<file path="config.mk">
export PLATFORM = sky130hd
export DESIGN_NAME = dram_cycle_decoder
export DESIGN_NICKNAME = d
export VERILOG_FILES = /design/src/rtl/dram_cycle_decoder.sv
export SDC_FILE = /design/constraint.sdc
export NUM_CORES = 2
export LEC_CHECK = 0
export ABC_AREA = 1
export BUFFER_PORTS_ARGS = -buffer_cell sky130_fd_sc_hd__buf_2
export CAP_MARGIN = 20
export CORE_MARGIN = 2
export CORE_UTILIZATION = 55
export DETAILED_ROUTE_END_ITERATION = 7
export PLACE_DENSITY = 0.71
export SLEW_MARGIN = 20
export SYNTH_ARGS = -nofsm -noshare
export SYNTH_HDL_FRONTEND = slang
export SYNTH_SLANG_ARGS = --single-unit
export TNS_END_PERCENT = 5
</file>
<file path="constraint.sdc">
create_clock -name clk -period 3.22 [get_ports clk]
set_clock_uncertainty 0.05 [all_clocks]
set_input_delay 0.644 -clock clk [delete_from_list [all_inputs] [get_ports clk]]
set_output_delay 0.644 -clock clk [all_outputs]
set_load 0.02 [all_outputs]
</file>
<file path="src/rtl/dram_cycle_decoder.sv">
module dram_cycle_decoder #(
  parameter int ADDR_W = 9,
  parameter int DATA_W = 8,
  parameter int MROW_W = 4,
  parameter int MCOL_W = 4
) (
  input  logic              clk,
  input  logic              rst_n,
  input  logic              ras_n,
  input  logic              cas_n,
  input  logic              we_n,
  input  logic              oe_n,
  input  logic [ADDR_W-1:0] addr,
  input  logic [DATA_W-1:0] dq_in,
  output logic [DATA_W-1:0] dq_out,
  output logic              dq_oe,
  output logic [2:0]        cyc_kind,
  output logic              rfsh_stb,
  output logic [ADDR_W-1:0] rfsh_row
);

  localparam int IDX_W = MROW_W + MCOL_W;
  localparam int DEPTH = 1 << IDX_W;

  localparam logic [2:0] K_IDLE = 3'd0;
  localparam logic [2:0] K_READ = 3'd1;
  localparam logic [2:0] K_EWR  = 3'd2;
  localparam logic [2:0] K_RMW  = 3'd3;
  localparam logic [2:0] K_ROR  = 3'd4;
  localparam logic [2:0] K_CBR  = 3'd5;
  localparam logic [2:0] K_HID  = 3'd6;

  logic ras_q, cas_q, we_q;
  logic row_open, had_cas, rd_valid;
  logic [ADDR_W-1:0] row_q, col_q, rfsh_cnt;
  logic [DATA_W-1:0] mem [DEPTH];

  wire ras_fall = ras_q & ~ras_n;
  wire ras_rise = ~ras_q & ras_n;
  wire cas_fall = cas_q & ~cas_n;
  wire cas_rise = ~cas_q & cas_n;
  wire we_fall  = we_q & ~we_n;

  wire pg_cas   = cas_fall & ~ras_n & row_open;
  wire pg_rd    = pg_cas & we_n;
  wire pg_wr    = pg_cas & ~we_n;
  wire rmw_wr   = we_fall & ~cas_n & ~cas_fall & ~ras_n & row_open & rd_valid;
  wire ctr_ref  = ras_fall & ~cas_n;
  wire hid_ref  = ctr_ref & rd_valid;
  wire ras_only = ras_rise & row_open & ~had_cas;

  wire [IDX_W-1:0] idx_now = {row_q[MROW_W-1:0], addr[MCOL_W-1:0]};
  wire [IDX_W-1:0] idx_rmw = {row_q[MROW_W-1:0], col_q[MCOL_W-1:0]};

  assign dq_oe = rd_valid & ~cas_n & ~oe_n;

  always_ff @(posedge clk) begin
    if (pg_wr)
      mem[idx_now] <= dq_in;
    else if (rmw_wr)
      mem[idx_rmw] <= dq_in;
  end

  always_ff @(posedge clk) begin
    if (!rst_n) begin
      ras_q    <= 1'b1;
      cas_q    <= 1'b1;
      we_q     <= 1'b1;
      row_open <= 1'b0;
      had_cas  <= 1'b0;
      rd_valid <= 1'b0;
      row_q    <= '0;
      col_q    <= '0;
      rfsh_cnt <= '0;
      dq_out   <= '0;
      cyc_kind <= K_IDLE;
      rfsh_stb <= 1'b0;
      rfsh_row <= '0;
    end else begin
      ras_q    <= ras_n;
      cas_q    <= cas_n;
      we_q     <= we_n;
      rfsh_stb <= ctr_ref | ras_only;

      if (ras_fall && cas_n) begin
        row_open <= 1'b1;
        had_cas  <= 1'b0;
        row_q    <= addr;
      end else if (ras_rise) begin
        row_open <= 1'b0;
      end

      if (pg_cas) begin
        had_cas <= 1'b1;
        col_q   <= addr;
      end

      if (cas_rise || pg_wr)
        rd_valid <= 1'b0;
      else if (pg_rd)
        rd_valid <= 1'b1;

      if (pg_rd)
        dq_out <= mem[idx_now];

      if (ctr_ref) begin
        rfsh_row <= rfsh_cnt;
        rfsh_cnt <= rfsh_cnt + 1'b1;
        cyc_kind <= hid_ref ? K_HID : K_CBR;
      end else if (ras_only) begin
        rfsh_row <= row_q;
        cyc_kind <= K_ROR;
      end else if (pg_rd) begin
        cyc_kind <= K_READ;
      end else if (pg_wr) begin
        cyc_kind <= K_EWR;
      end else if (rmw_wr) begin
        cyc_kind <= K_RMW;
      end
    end
  end

  p_ewr_quiet_r3: assert property (@(posedge clk) disable iff (!rst_n)
    cyc_kind == K_EWR |-> !dq_oe);

  p_hid_drive_r5: assert property (@(posedge clk) disable iff (!rst_n)
    (rfsh_stb && cyc_kind == K_HID) |-> rd_valid);

  p_rd_hold_r6: assert property (@(posedge clk) disable iff (!rst_n)
    (rd_valid && !cas_n && $past(rd_valid && !cas_n)) |-> $stable(dq_out));

  p_cnt_step_r9: assert property (@(posedge clk) disable iff (!rst_n)
    (rfsh_stb && (cyc_kind == K_CBR || cyc_kind == K_HID))
      |-> rfsh_cnt == ADDR_W'(rfsh_row + 1'b1));

  p_ror_cnt_r10: assert property (@(posedge clk) disable iff (!rst_n)
    (rfsh_stb && cyc_kind == K_ROR) |-> rfsh_cnt == $past(rfsh_cnt));

endmodule

</file>
==> results.cfg <==
[critical_path]
cp_data_arrival_time_ns = 3.85
end_kind = flop
worstSetupStartpointType = input port
crit_required_ns = 3.91
r2r_cells = 8
critPathKind = input port to flop
cp_max_fo = 41

[pwr]
peakVddDrop_mv = 0.500
p_leak_nw = 38.7
p_sw_mw = 12.8
power_density_nw_per_um2 = 561
internal_power_mw = 43.5
pwr-share-clk_pct = 40.1
p_sw_share_pct = 22.8
p_seq_share_pct = 53.2
power_mw = 56.3
pwr-share-comb_pct = 6.7

[yosys]
synth_edf_count = 2048
synth.yosys.seq_area_share_pct = 71.0
yosysMostFrequentCell = nand2_1
ys_top_cells_by_count = nand2_1 (2214), edfxtp_1 (2048), nor2_1 (1137), nand3_1 (957), inv_1 (494)
netlist.area_leader.share_pct = 69.9
synth_cells = 8074
ys.flop_type = edfxtp_1
synth_area_leader_cell = edfxtp_1
ys_warn_count = 0
avgSynthCellArea_sq_um = 10.9
syn_area_sq_um = 87900
async_flop_share_pct = 0
synth_cell_type_count = 35
synth_area_leaders = edfxtp_1 (70%), nand2_1 (9.4%), nand3_1 (5.4%), nor2_1 (4.9%), o21ai_0 (2.7%)
syn_nets = 8098
synth_seq_cells = 2097

[sta]
fin_crit_ns = 3.16
period_share_pct = 98.3
slew_violations = 0
relSlewSlack_pct = 11.9
hold_viol = 0
max_freq_mhz = 316
whs_ns = 0.0503
worst_pin_slew_ns = 1.31
setup_viol = 0
rsz0062_at_grt = no

[floorplan]
fp.dieH_microns = 404
die_x_microns = 404
initial_core_util_pct = 55.5
coreArea_sq_um = 159000
fp-row-count = 146
num_io_pins = 45
dieArea_sq_um = 163000

[layout]
finalInstanceArea_sq_um = 100000
nNetsFinal = 8441
num_antenna_cells = 0
final_layout_size_suffix_gt1_share_pct = 11.4
area_growth_syn_to_layout_pct = 14.2

[drt]
dr.pass1.iters = 8
routed_wl_mm = 238
ant_nets = 0
drt-initial-drc-count = 8227
wl_per_cell_microns = 22.3
avgViaCountPerCell = 5.75
vias = 61300
drc = 2

[clock_network]
cts.sinks = 2097
insertion_delay_ns = 0.85
clockBufferDepth = 3
cts_root_buffer = clkbuf_16
clk_pin_slew_worst_paths_ns = 0.06
cts_setup_buffers = 0
cts_max_level = 4
cts_resized = 0
cts_tree = done
cts_hold_buf = 5
cts_buffers = 200

[worst_hold_path]
hold-path-cell-count = 3
hold_class = input port to flop

[run]
drv_cap = 0

[grt]
track_usage_pct = 29.0
grt_first_pass_wirelength_mm = 356
grt_max_degree = 103
antenna_found_initial = 5
grt.overflow.total = 0
grt_pass1_vias = 58900

[placed_design]
dpl_cell_area_sq_um = 94100
gp_congestion = 0.927
dp_hpwl_mm = 145
port_buffers = 44

[outcome]
violations = design-rule violations
outcome = finished with violations
==> area by class of cell <==
class | count | area [sq um]
tap | 2072 | 2590
clock buffer | 260 | 5400
multi-input combinational | 4987 | 21200
inverter | 505 | 1940
clock inverter | 111 | 838
sequential | 2097 | 62500
timing repair buffer | 626 | 5940
fill | 11800 | 58200
==> kinds of logic (layout without fill, tap and decap cells) <==
| logic type | Yosys count | in the layout | synth area share (%) |
|---|---|---|---|
| buffers and inverters | 990 | 1502 | 4.86 |
| adder cells (fa/ha/maj) | 1 | 1 | 0.0142 |
| AO/OA/AOI/OAI | 607 | 607 | 3.63 |
| flip-flops | 2097 | 2097 | 71.0 |
| AND/OR/NAND/NOR | 4379 | 4379 | 20.5 |
==> stage by stage <==
stage,worst slack (ns),cells,utilization (%),TNS (ns)
detailed placement,-0.655,10300,59.3,-2.76
finish,0.0557,10700,63.3,0
floorplan,0.462,8074,-,0
global route,0.0561,10700,63.3,0
CTS,0.223,10700,63.3,0
global placement,-0.656,10300,59.3,-1.36
==> power by group through the flow <==
stage	Clock [mW]	Sequential, mW	Combinational, mW
finish	22.6	30.0	3.80
global route	23.7	29.9	4.08
CTS	22.7	30.0	3.75
detailed placement	0	30.5	3.73
global placement	0	30.5	3.67
floorplan	0	30.6	1.90
==> critical path, stage by stage <==
cell     delay, ns
buf_8         0.16
inv_8         0.13
buf_4         0.22
buf_12        0.22
buf_4         0.23
nand2_1       0.07
nand3_1       0.07
nand3_1       0.11
nand3_1       0.10
nand2_1       0.06
nand2_1       0.06
nand2_1       0.17
o21ai_0       1.07
nand3_1       0.17
nor2_1        0.21
nor2_1        0.06
==> placed cells by master (no fill, tap or decap), drive strengths merged, types with 2 or more instances in the layout <==
cell type    count
a221oi           2
o211ai          33
nor2          1177
edfxtp        2048
a21oi           47
o21ai          516
clkbuf         260
bufinv           8
inv            514
o22ai            6
dlygate4sd3      5
dfxtp           49
nand3          957
clkinv          92
buf            621
nand2         2232
nor3            11
clkinvlp         2
==> flip-flops by register name, indices dropped and copies added (netlist names) <==
register,count
mem,2048
rfsh_cnt,9
rfsh_row,9
row_q,9
dq_out,8
col_q,4
cyc_kind,3
cas_q,1
had_cas,1
ras_q,1
rd_valid,1
rfsh_stb,1
row_open,1
we_q,1
==> per-layer routing <==
layer	global-route usage, %	routed length (microns)	vias up
li1	-	-	27900
met1	39.7	93000	29600
met2	45.8	110000	3291
met3	5.38	24300	524
met4	12.9	10300	4
met5	0	25	-
==> path summary, 6_finish.rpt <==
check                                           start  slack [ns]                endpoint
worst max-delay path                          addr[0]        0.06  dq_out[2]$_SDFFE_PN0P_
worst min-delay path                          addr[8]        0.05   row_q[8]$_SDFFE_PN0P_
worst max register to register  row_q[0]$_SDFFE_PN0P_        0.20  dq_out[2]$_SDFFE_PN0P_
worst min register to register  row_q[5]$_SDFFE_PN0P_        0.41   row_q[5]$_SDFFE_PN0P_
(Power assumes the default switching activity.)
